## src/rtl/dir_pkg.sv

```systemverilog
package dir_pkg;

    typedef enum logic [1:0] {
        BLK_UNCACHED = 2'd0,
        BLK_SHARED   = 2'd1,
        BLK_DIRTY    = 2'd2
    } blk_state_e;

    typedef enum logic [1:0] {
        IN_RD_MISS    = 2'd0,
        IN_WR_MISS    = 2'd1,
        IN_INV_ACK    = 2'd2,
        IN_OWNER_DATA = 2'd3
    } in_kind_e;

    typedef enum logic [2:0] {
        OUT_DATA  = 3'd0,
        OUT_OWNER = 3'd1,
        OUT_INVAL = 3'd2,
        OUT_GRANT = 3'd3,
        OUT_NACK  = 3'd4,
        OUT_FETCH = 3'd5
    } out_kind_e;

    // index of the lowest set bit, 0 when none is set
    function automatic int unsigned low_index(input logic [63:0] v);
        int unsigned idx;
        idx = 0;
        for (int i = 63; i >= 0; i--) begin
            if (v[i]) idx = i;
        end
        return idx;
    endfunction

    // power-on content of a memory word
    function automatic logic [31:0] init_word(input int unsigned blk);
        return 32'hC0DE_0000 + blk;
    endfunction

endpackage

```

## src/rtl/dir_table.sv

```systemverilog
module dir_table
    import dir_pkg::*;
#(
    parameter int NODES  = 4,
    parameter int BLOCKS = 16,
    parameter int DW     = 32,
    parameter int BW     = $clog2(BLOCKS)
) (
    input  logic             clk,
    input  logic             rst,
    input  logic [BW-1:0]    rd_blk,
    output blk_state_e       rd_state,
    output logic [NODES-1:0] rd_pres,
    output logic             rd_mod,
    output logic [DW-1:0]    rd_data,
    input  logic [BW-1:0]    lk_blk,
    output blk_state_e       lk_state,
    output logic [NODES-1:0] lk_pres,
    output logic             lk_mod,
    input  logic             wr_en,
    input  logic [BW-1:0]    wr_blk,
    input  blk_state_e       wr_state,
    input  logic [NODES-1:0] wr_pres,
    input  logic             wr_mod,
    input  logic             mem_we,
    input  logic [DW-1:0]    mem_data
);

    blk_state_e       st_q   [BLOCKS];
    logic [NODES-1:0] pres_q [BLOCKS];
    logic             mod_q  [BLOCKS];
    logic [DW-1:0]    mem_q  [BLOCKS];

    always_ff @(posedge clk) begin
        if (rst) begin
            for (int b = 0; b < BLOCKS; b++) begin
                st_q[b]   <= BLK_UNCACHED;
                pres_q[b] <= '0;
                mod_q[b]  <= 1'b0;
                mem_q[b]  <= DW'(init_word(b));
            end
        end else begin
            if (wr_en) begin
                st_q[wr_blk]   <= wr_state;
                pres_q[wr_blk] <= wr_pres;
                mod_q[wr_blk]  <= wr_mod;
            end
            if (mem_we) begin
                mem_q[wr_blk] <= mem_data;
            end
        end
    end

    assign rd_state = st_q[rd_blk];
    assign rd_pres  = pres_q[rd_blk];
    assign rd_mod   = mod_q[rd_blk];
    assign rd_data  = mem_q[rd_blk];
    assign lk_state = st_q[lk_blk];
    assign lk_pres  = pres_q[lk_blk];
    assign lk_mod   = mod_q[lk_blk];

endmodule

```

## src/rtl/dir_txn.sv

```systemverilog
module dir_txn
#(
    parameter int NODES  = 4,
    parameter int BLOCKS = 16,
    parameter int NW     = $clog2(NODES),
    parameter int BW     = $clog2(BLOCKS),
    parameter int CW     = $clog2(NODES + 1)
) (
    input  logic              clk,
    input  logic              rst,
    input  logic [BW-1:0]     t_blk,
    output logic              q_busy,
    output logic              q_write,
    output logic [NW-1:0]     q_req,
    output logic [NW-1:0]     q_owner,
    output logic              q_odirty,
    output logic [NODES-1:0]  q_wait,
    output logic [CW-1:0]     q_left,
    output logic [BLOCKS-1:0] busy_vec,
    input  logic              op_en,
    input  logic              op_write,
    input  logic [NW-1:0]     op_req,
    input  logic [NW-1:0]     op_owner,
    input  logic              op_odirty,
    input  logic [NODES-1:0]  op_wait,
    input  logic              ak_en,
    input  logic [NW-1:0]     ak_node,
    input  logic              cl_en
);

    logic [BLOCKS-1:0] busy_q;
    logic              wr_q     [BLOCKS];
    logic [NW-1:0]     req_q    [BLOCKS];
    logic [NW-1:0]     own_q    [BLOCKS];
    logic              odirty_q [BLOCKS];
    logic [NODES-1:0]  wait_q   [BLOCKS];
    logic [CW-1:0]     left_q   [BLOCKS];

    always_ff @(posedge clk) begin
        if (rst) begin
            busy_q <= '0;
            for (int b = 0; b < BLOCKS; b++) begin
                wr_q[b]     <= 1'b0;
                req_q[b]    <= '0;
                own_q[b]    <= '0;
                odirty_q[b] <= 1'b0;
                wait_q[b]   <= '0;
                left_q[b]   <= '0;
            end
        end else begin
            if (op_en) begin
                busy_q[t_blk]   <= 1'b1;
                wr_q[t_blk]     <= op_write;
                req_q[t_blk]    <= op_req;
                own_q[t_blk]    <= op_owner;
                odirty_q[t_blk] <= op_odirty;
                wait_q[t_blk]   <= op_wait;
                left_q[t_blk]   <= CW'($countones(op_wait));
            end
            if (ak_en) begin
                wait_q[t_blk][ak_node] <= 1'b0;
                left_q[t_blk]          <= left_q[t_blk] - CW'(1);
            end
            if (cl_en) begin
                busy_q[t_blk] <= 1'b0;
            end
        end
    end

    assign q_busy   = busy_q[t_blk];
    assign q_write  = wr_q[t_blk];
    assign q_req    = req_q[t_blk];
    assign q_owner  = own_q[t_blk];
    assign q_odirty = odirty_q[t_blk];
    assign q_wait   = wait_q[t_blk];
    assign q_left   = left_q[t_blk];
    assign busy_vec = busy_q;

endmodule

```

## src/rtl/dir_home_ctrl.sv

```systemverilog
module dir_home_ctrl
    import dir_pkg::*;
#(
    parameter int  NODES  = 4,
    parameter int  BLOCKS = 16,
    parameter int  DW     = 32,
    localparam int NW     = $clog2(NODES),
    localparam int BW     = $clog2(BLOCKS)
) (
    input  logic             clk,
    input  logic             rst,
    input  logic             in_valid,
    output logic             in_ready,
    input  logic [1:0]       in_kind,
    input  logic [NW-1:0]    in_src,
    input  logic [BW-1:0]    in_blk,
    input  logic [DW-1:0]    in_data,
    output logic             out_valid,
    input  logic             out_ready,
    output logic [2:0]       out_kind,
    output logic [NW-1:0]    out_dst,
    output logic [BW-1:0]    out_blk,
    output logic [NW-1:0]    out_node,
    output logic [DW-1:0]    out_data,
    input  logic [BW-1:0]    look_blk,
    output logic [1:0]       look_state,
    output logic [NODES-1:0] look_presence,
    output logic             look_modified
);

    localparam int CW = $clog2(NODES + 1);

    // directory table
    blk_state_e       rd_state, lk_state, tw_state;
    logic [NODES-1:0] rd_pres, tw_pres;
    logic             rd_mod, tw_mod, tw_en, mw_en;
    logic [DW-1:0]    rd_data, mw_data;

    // transaction table
    logic              q_busy, q_write, q_odirty;
    logic [NW-1:0]     q_req, q_owner;
    logic [NODES-1:0]  q_wait;
    logic [CW-1:0]     q_left;
    logic [BLOCKS-1:0] busy_vec;
    logic              op_en, op_write, op_odirty, ak_en, cl_en;
    logic [NW-1:0]     op_req, op_owner;
    logic [NODES-1:0]  op_wait;

    // outbound message register
    typedef struct packed {
        out_kind_e     kind;
        logic [NW-1:0] dst;
        logic [BW-1:0] blk;
        logic [NW-1:0] node;
        logic [DW-1:0] data;
    } msg_t;

    msg_t             o_msg, nx_msg;
    logic             o_valid, nx_emit;
    logic [NODES-1:0] rem_inv, nx_inv;
    logic             rem_fetch, nx_fetch;
    logic [NW-1:0]    f_dst, f_node, nx_fdst, nx_fnode;

    logic             acc;
    in_kind_e         kin;
    logic [NODES-1:0] src_bit, others;
    logic [NW-1:0]    pres_low;
    logic             owner_ack;

    dir_table #(.NODES(NODES), .BLOCKS(BLOCKS), .DW(DW), .BW(BW)) u_table (
        .clk      (clk),
        .rst      (rst),
        .rd_blk   (in_blk),
        .rd_state (rd_state),
        .rd_pres  (rd_pres),
        .rd_mod   (rd_mod),
        .rd_data  (rd_data),
        .lk_blk   (look_blk),
        .lk_state (lk_state),
        .lk_pres  (look_presence),
        .lk_mod   (look_modified),
        .wr_en    (tw_en),
        .wr_blk   (in_blk),
        .wr_state (tw_state),
        .wr_pres  (tw_pres),
        .wr_mod   (tw_mod),
        .mem_we   (mw_en),
        .mem_data (mw_data)
    );

    dir_txn #(.NODES(NODES), .BLOCKS(BLOCKS), .NW(NW), .BW(BW), .CW(CW)) u_txn (
        .clk       (clk),
        .rst       (rst),
        .t_blk     (in_blk),
        .q_busy    (q_busy),
        .q_write   (q_write),
        .q_req     (q_req),
        .q_owner   (q_owner),
        .q_odirty  (q_odirty),
        .q_wait    (q_wait),
        .q_left    (q_left),
        .busy_vec  (busy_vec),
        .op_en     (op_en),
        .op_write  (op_write),
        .op_req    (op_req),
        .op_owner  (op_owner),
        .op_odirty (op_odirty),
        .op_wait   (op_wait),
        .ak_en     (ak_en),
        .ak_node   (in_src),
        .cl_en     (cl_en)
    );

    assign in_ready   = !o_valid;
    assign acc        = in_valid && in_ready;
    assign kin        = in_kind_e'(in_kind);
    assign src_bit    = NODES'(1) << in_src;
    assign others     = rd_pres & ~src_bit;
    assign pres_low   = NW'(low_index(64'(rd_pres)));
    assign owner_ack  = q_odirty && (in_src == q_owner);
    assign look_state = lk_state;

    // decision for the accepted inbound message
    always_comb begin
        nx_emit   = 1'b0;
        nx_msg    = '{kind: OUT_DATA, dst: in_src, blk: in_blk, node: in_src, data: '0};
        nx_inv    = '0;
        nx_fetch  = 1'b0;
        nx_fdst   = '0;
        nx_fnode  = '0;
        tw_en     = 1'b0;
        tw_state  = BLK_UNCACHED;
        tw_pres   = '0;
        tw_mod    = 1'b0;
        mw_en     = 1'b0;
        mw_data   = in_data;
        op_en     = 1'b0;
        op_write  = 1'b0;
        op_req    = in_src;
        op_owner  = pres_low;
        op_odirty = 1'b0;
        op_wait   = '0;
        ak_en     = 1'b0;
        cl_en     = 1'b0;
        if (acc) begin
            unique case (kin)
                IN_RD_MISS: begin
                    nx_emit = 1'b1;
                    if (q_busy) begin
                        nx_msg.kind = OUT_NACK;
                    end else if (rd_state == BLK_DIRTY) begin
                        nx_msg.kind = OUT_OWNER;
                        nx_msg.node = pres_low;
                        nx_fetch    = 1'b1;
                        nx_fdst     = pres_low;
                        nx_fnode    = in_src;
                        op_en       = 1'b1;
                    end else begin
                        nx_msg.data = rd_data;
                        tw_en       = 1'b1;
                        tw_state    = BLK_SHARED;
                        tw_pres     = rd_pres | src_bit;
                    end
                end
                IN_WR_MISS: begin
                    nx_emit = 1'b1;
                    if (q_busy) begin
                        nx_msg.kind = OUT_NACK;
                    end else if (others == '0) begin
                        nx_msg.kind = OUT_GRANT;
                        nx_msg.data = rd_data;
                        tw_en       = 1'b1;
                        tw_state    = BLK_DIRTY;
                        tw_pres     = src_bit;
                        tw_mod      = 1'b1;
                    end else begin
                        nx_msg.kind = OUT_INVAL;
                        nx_msg.dst  = NW'(low_index(64'(others)));
                        nx_inv      = others & (others - NODES'(1));
                        op_en       = 1'b1;
                        op_write    = 1'b1;
                        op_odirty   = (rd_state == BLK_DIRTY);
                        op_wait     = others;
                    end
                end
                IN_INV_ACK: begin
                    if (q_busy && q_write && q_wait[in_src]) begin
                        ak_en = 1'b1;
                        mw_en = owner_ack;
                        if (q_left == CW'(1)) begin
                            cl_en       = 1'b1;
                            tw_en       = 1'b1;
                            tw_state    = BLK_DIRTY;
                            tw_pres     = NODES'(1) << q_req;
                            tw_mod      = 1'b1;
                            nx_emit     = 1'b1;
                            nx_msg.kind = OUT_GRANT;
                            nx_msg.dst  = q_req;
                            nx_msg.node = q_req;
                            nx_msg.data = owner_ack ? in_data : rd_data;
                        end
                    end
                end
                IN_OWNER_DATA: begin
                    if (q_busy && !q_write && (in_src == q_owner)) begin
                        mw_en    = 1'b1;
                        cl_en    = 1'b1;
                        tw_en    = 1'b1;
                        tw_state = BLK_SHARED;
                        tw_pres  = (NODES'(1) << q_owner) | (NODES'(1) << q_req);
                    end
                end
                default: ;
            endcase
        end
    end

    // outbound sequencer: first message, remaining invalidations, then fetch
    always_ff @(posedge clk) begin
        if (rst) begin
            o_valid   <= 1'b0;
            o_msg     <= '0;
            rem_inv   <= '0;
            rem_fetch <= 1'b0;
            f_dst     <= '0;
            f_node    <= '0;
        end else if (acc && nx_emit) begin
            o_valid   <= 1'b1;
            o_msg     <= nx_msg;
            rem_inv   <= nx_inv;
            rem_fetch <= nx_fetch;
            f_dst     <= nx_fdst;
            f_node    <= nx_fnode;
        end else if (o_valid && out_ready) begin
            if (rem_inv != '0) begin
                o_msg.kind <= OUT_INVAL;
                o_msg.dst  <= NW'(low_index(64'(rem_inv)));
                o_msg.data <= '0;
                rem_inv    <= rem_inv & (rem_inv - NODES'(1));
            end else if (rem_fetch) begin
                o_msg.kind <= OUT_FETCH;
                o_msg.dst  <= f_dst;
                o_msg.node <= f_node;
                o_msg.data <= '0;
                rem_fetch  <= 1'b0;
            end else begin
                o_valid <= 1'b0;
            end
        end
    end

    assign out_valid = o_valid;
    assign out_kind  = o_msg.kind;
    assign out_dst   = o_msg.dst;
    assign out_blk   = o_msg.blk;
    assign out_node  = o_msg.node;
    assign out_data  = o_msg.data;

endmodule

```

## config.mk

```make
export PLATFORM = sky130hd
export DESIGN_NAME = dir_home_ctrl
export DESIGN_NICKNAME = d
export VERILOG_FILES = /design/src/rtl/dir_pkg.sv /design/src/rtl/dir_table.sv /design/src/rtl/dir_txn.sv /design/src/rtl/dir_home_ctrl.sv
export SDC_FILE = /design/constraint.sdc
export NUM_CORES = 2
export LEC_CHECK = 0
export BUFFER_PORTS_ARGS = -buffer_cell sky130_fd_sc_hd__buf_2
export CORE_MARGIN = 2
export CORE_UTILIZATION = 47
export DETAILED_ROUTE_END_ITERATION = 8
export GPL_ROUTABILITY_DRIVEN = 0
export GPL_TIMING_DRIVEN = 0
export SYNTH_ARGS = -nofsm -noshare
export SYNTH_HDL_FRONTEND = slang
export SYNTH_HIERARCHICAL = 1
export SYNTH_SLANG_ARGS = --single-unit
export TNS_END_PERCENT = 30
```

## constraint.sdc

```tcl
create_clock -name clk -period 6.74 [get_ports clk]
set_input_delay 1.685 -clock clk [delete_from_list [all_inputs] [get_ports clk]]
set_output_delay 1.685 -clock clk [all_outputs]
set_load 0.03 [all_outputs]
```

**Word-level counts from Yosys, hierarchy flattened**

Memory sizes are Yosys's and may differ from the RTL's.
Index checks and enable logic that the tools add are counted.
W data, S select, Z words.

- Input bits: 48
- RAM bits: 832
- Memories kept: 10
- Register bits: 69
- Word-level logic and storage cells: 274

- Multiplexer cells: 183
- Bitwise logic cells: 14
- Eq/ne operators: 8
- Add/sub/neg operators: 6
- Shift operators: 3
- Reduce and logical (&&, ||, !) cells: 35
- Order comparisons: 4

Memories:

| memory | depth | width | rd ports | clocked after memory_dff | wr ports | line | RTL |
|---|---|---|---|---|---|---|---|
| u_table.mem_q | 16 | 32 | 1 | 0 | 16 | dir_table.sv:32 | `logic [DW-1:0] mem_q [BLOCKS];` |
| u_table.pres_q | 16 | 4 | 2 | 0 | 16 | dir_table.sv:30 | `logic [NODES-1:0] pres_q [BLOCKS];` |
| u_txn.wait_q | 16 | 4 | 1 | 0 | 16 | dir_txn.sv:36 | `logic [NODES-1:0] wait_q [BLOCKS];` |
| u_txn.left_q | 16 | 3 | 1 | 0 | 16 | dir_txn.sv:37 | `logic [CW-1:0] left_q [BLOCKS];` |
| u_table.st_q | 16 | 2 | 2 | 0 | 16 | dir_table.sv:29 | `blk_state_e st_q [BLOCKS];` |
| u_txn.own_q | 16 | 2 | 1 | 0 | 16 | dir_txn.sv:34 | `logic [NW-1:0] own_q [BLOCKS];` |
| 4 more memories | -- | -- | -- | -- | -- | -- |  |

Operators with widths:

| operator | number |
|---|---|
| $mux W34 | 7 |
| $mux W32 | 6 |
| $mux W4 | 35 |
| $pmux W32 S3 | 1 |
| $mux W1 | 75 |
| $mux W2 | 32 |
| $mux W16 | 3 |
| $reduce_or A32 Y1 | 1 |
| $mux W5 | 5 |
| $and A16 B16 Y16 | 1 |
| $not A16 Y16 | 1 |
| $or A16 B16 Y16 | 1 |
| $pmux W4 S4 | 1 |
| $and A4 B4 Y4 | 3 |
| $mux W3 | 4 |
| $shl A1 B2 Y4 const A | 3 |
| $logic_and A1 B1 Y1 | 10 |
| $pmux W1 S2 | 5 |
| $pmux W3 S3 | 1 |
| $or A4 B4 Y4 | 2 |
| $pmux W2 S2 | 2 |
| $pmux W2 S4 | 1 |
| $reduce_or A2 Y1 | 4 |
| $reduce_or A4 Y1 | 2 |
| 31 further kinds | 47 |

**Longest topological paths before layout**

- Depth after elaboration: 14
- Gate-level depth with buffers: 18
- Gate-level depth less buffers: 13

**Cells and area by module**

The synthesis kept the hierarchy.

By module, submodules not included:

| module | instances | sequential area each (µm²) | cells an instance | area each (µm²) |
|---|---|---|---|---|
| dir_table | 1 | 18738.0 | 1827 | 28813.9 |
| dir_txn | 1 | 6566.3 | 832 | 11024.3 |
| dir_home_ctrl | 1 | 1041.0 | 356 | 3026.7 |

**Least setup slack after synthesis**

Ideal clock, no wire load.

- Path kind: input-to-reg
- Start: input port in_blk[0]
- End: memory u_txn/left_q[0][1] (netlist name), data pin
- Cell stages on the path: 18
- Data arrival time: 5741 ps
- Setup slack: 734 ps
- Path buffers: 5
- Setup time: 265 ps
- Required time: 6475 ps
- Cells stage by stage: buf_2 > buf_4 > buf_6 > mux4_2 > mux4_2 > clkbuf_1 > nand2b_1 > nor2_1 > nand2_1 > a21oi_1 > inv_1 > fa_1 > inv_1 > ha_1 > ha_1 > a21oi_1 > clkbuf_1 > nor2_1

RTL lines:

| element | line | RTL |
|---|---|---|
| start, declared | dir_home_ctrl.sv:16 | `input logic [BW-1:0] in_blk,` |
| end, declared | dir_txn.sv:37 |  |

==> reports/results.md <==
* result of the run: finished clean
* Area growth, synth to finish: 11.9%
* total via count after detailed routing: 27300
* Bufs and invs on worst path: 3
* PortBufs: 97
* TritonCTS clock tree: built
* drt via density: 6.11
* number of max-cap violations: 0
* placed instance count: 4282
* hold violation count in the final report: 0
* final number of setup-violating endpoints: 0
* part of the power in combinational logic: 8.1%
* pwr/cell area: 258 nW/µm²
* Crit path max-delay family: simple AND/OR/NAND/NOR gates
* maximum number of buffers from clock root to sink: 3
* CP cell instances: buf_4 > clkbuf_2 > clkbuf_1 > mux4_2 > a22oi_1 > nand2_1 > nor2_1 > nand3b_1 > a21oi_2 > nor4_1 > nor2_1 > or4b_2 > nor2_2 > or2_2
* Filler Cell Count: 7475
* via count of the first global-routing pass: 27300
* number of clock buffers inserted by TritonCTS: 95
* number of rows in the core area: 110
* DP Wirelength: 84300 µm
* worst slack at placement: -1.66 ns
* leakage power summed over all cells: 16.7 nW
* Root Buffer: sky130_fd_sc_hd__clkbuf_16
* clk sink count: 900
* switching share of power: 23.4%
* max-slew violation total from the final report: 0
* clock-pin slew on the worst setup and hold paths: 0.06 ns
* area of all placed cells without fillers: 47800 µm²
* highest-delay cell along the critical path: sky130_fd_sc_hd__or4b_2
* H-tree levels: 3
* Tcrit/Tclk final: 98.9%
* non-filler instance count after layout: 4464
* cell seen most often among critical-path stages: sky130_fd_sc_hd__nor2_1
* initial cell density of the core: 47.4%
* DP Area: 44700 µm²
* residual DRC count: 0
* Nets: 3265
* First-pass DRT Iterations: 8
* Post-DRT Antenna Nets: 0
* CTS hold repair buffers: 0
* Clk pwr share: 41.0%
* endpoint kind of the worst setup timing path: flip-flop
* count of mapped cells out of synthesis: 3008
* power share of the sequential group: 50.8%
* critical path type: in2reg
* full die area: 93400 µm²
* Wirelength per Cell: 27.3 µm
* power dissipated by switching net loads: 2.88 mW
* Worst-Skew Late Latency: 0.68 ns
* core occupancy in the finished layout: 53.1%
* Net Count, Synth: 3065
* die extent in y: 306 µm
* Netlist Area Pre-Place: 42800 µm²
* number of warnings printed during yosys synthesis: 6
* post-route clock skew: 0.0301 ns
* total global-route track usage: 25.9%
* core region area: 90100 µm²
* largest fanout of any net on the critical path: 10
* post-synthesis average cell area: 14.2 µm²
* Max Clock Freq: 0.150 GHz
* type of the most critical hold path: reg2reg
* global-route wire length before repair: 178000 µm
* total detailed-routing wirelength: 122000 µm
* layout cells sized above 1: 18.5%
* largest net degree at the start of global routing: 33
* initial antenna violation count: 3
* total power: 12.3 mW
* Worst path max stage delay: 0.74 ns
* actual transition at the worst max-transition pin: 1.14 ns
* Setup TNS Final: 0 ns
* nature of the critical path startpoint: input port
* Iter 0 DRT Violations: 3183
* num ports: 100
* min Tclk post-route: 6.67 ns
* remaining global-route overflow: 0
* required time reported for the critical path endpoint: 7.10 ns
* arrival time at the worst endpoint: 7.03 ns
* final setup margin: 0.0718 ns
* headroom to the max-slew limit: 23.6%
* internal power: 9.46 mW
* worst slack on hold paths: 0.453 ns
* worst ir drop on vdd: 0.221 mV
* die width: 306 µm
[area by class of cell]
cell class	count	area, µm²	area share, %
antenna	2	5.00	0.0105
inverter	19	71.3	0.149
clock buffer	137	2640	5.52
buffer	282	1240	2.60
timing repair buffer	98	500	1.05
clock inverter	38	332	0.693
sequential	900	26300	55.1
multi-input combinational	1812	15200	31.9
tap	1176	1470	3.08
[final timing paths]
kind              slack [ns]                    to  depth (start not counted)                  from
hold reg to reg         0.45            out_blk[1]                          2            out_blk[1]
setup reg to reg        1.94  u_table/pres_q[3][2]                         11  u_table/pres_q[3][0]
setup / recovery        0.07  u_table/pres_q[3][2]                         14             in_blk[1]
hold / removal          0.45            out_blk[1]                          2            out_blk[1]
[worst min-delay path, cell delays in order, from the launching register on]
cell and delay, ns:
sky130_fd_sc_hd__dfxtp_1 0.30, sky130_fd_sc_hd__nand2_1 0.05, sky130_fd_sc_hd__a21oi_1 0.05
[metal layers]
metal / part of all wire [%] / up-vias / GRT usage [%]
met5: 0.0058 / - / 0
met4: 3.0 / 2 / 8.48
met3: 8.6 / 224 / 4.64
met2: 48 / 1316 / 42.2
met1: 40 / 13900 / 35.5
li1: - / 11800 / -
[power by group through the flow]
stage / clock, mW / sequential (mW) / combinational (mW)
2_1_floorplan: 0 / 6.38 / 0.598
3_3_place_gp: 0 / 6.38 / 0.966
3_5_place_dp: 0 / 6.40 / 0.977
4_1_cts: 5.15 / 6.28 / 0.988
5_1_grt: 5.36 / 6.29 / 1.06
6_report: 5.07 / 6.28 / 1.00
[cells in the final DEF (no fill, tap or decap), types with 12 or more instances in the layout]
master                        n
sky130_fd_sc_hd__clkbuf_2    15
sky130_fd_sc_hd__mux4_2     245
sky130_fd_sc_hd__clkbuf_1   242
sky130_fd_sc_hd__clkinv_1    17
sky130_fd_sc_hd__o21ai_0     18
sky130_fd_sc_hd__o21bai_1    50
sky130_fd_sc_hd__a21o_1      66
sky130_fd_sc_hd__or2_2       27
sky130_fd_sc_hd__nor2_1     176
sky130_fd_sc_hd__and3_1      92
sky130_fd_sc_hd__a211oi_1    20
sky130_fd_sc_hd__nand3_1     22
sky130_fd_sc_hd__nand2_1    105
sky130_fd_sc_hd__and2_1     475
sky130_fd_sc_hd__inv_1       19
sky130_fd_sc_hd__nor3_1      23
sky130_fd_sc_hd__dfxtp_1     68
sky130_fd_sc_hd__a22o_1      33
sky130_fd_sc_hd__a21oi_1     44
sky130_fd_sc_hd__edfxtp_1   832
sky130_fd_sc_hd__or3_1      162
sky130_fd_sc_hd__nand2b_1    28
sky130_fd_sc_hd__nor2b_1     15
sky130_fd_sc_hd__mux2i_1     12
sky130_fd_sc_hd__a22oi_1     91
sky130_fd_sc_hd__buf_2      131
sky130_fd_sc_hd__clkbuf_16   98
[timing repair]
item,CTS,global route
endpoints found under the setup margin,1252,417
buffers inserted,0,0
gates resized for setup,30,29
cloned,5,0
pin swaps,1,0
[flip-flops by register name (all words and copies together), names as in the netlist, 3 cells and up]
name,cells
out_blk,4
out_data,32
out_kind,3
rem_inv,3
u_table/mem_q,512
u_table/mod_q,16
u_table/pres_q,64
u_table/st_q,32
u_txn/busy_vec,16
u_txn/left_q,48
u_txn/odirty_q,16
u_txn/own_q,32
u_txn/req_q,32
u_txn/wait_q,64
u_txn/wr_q,16
Note: power is estimated with default switching activity, not from simulation.
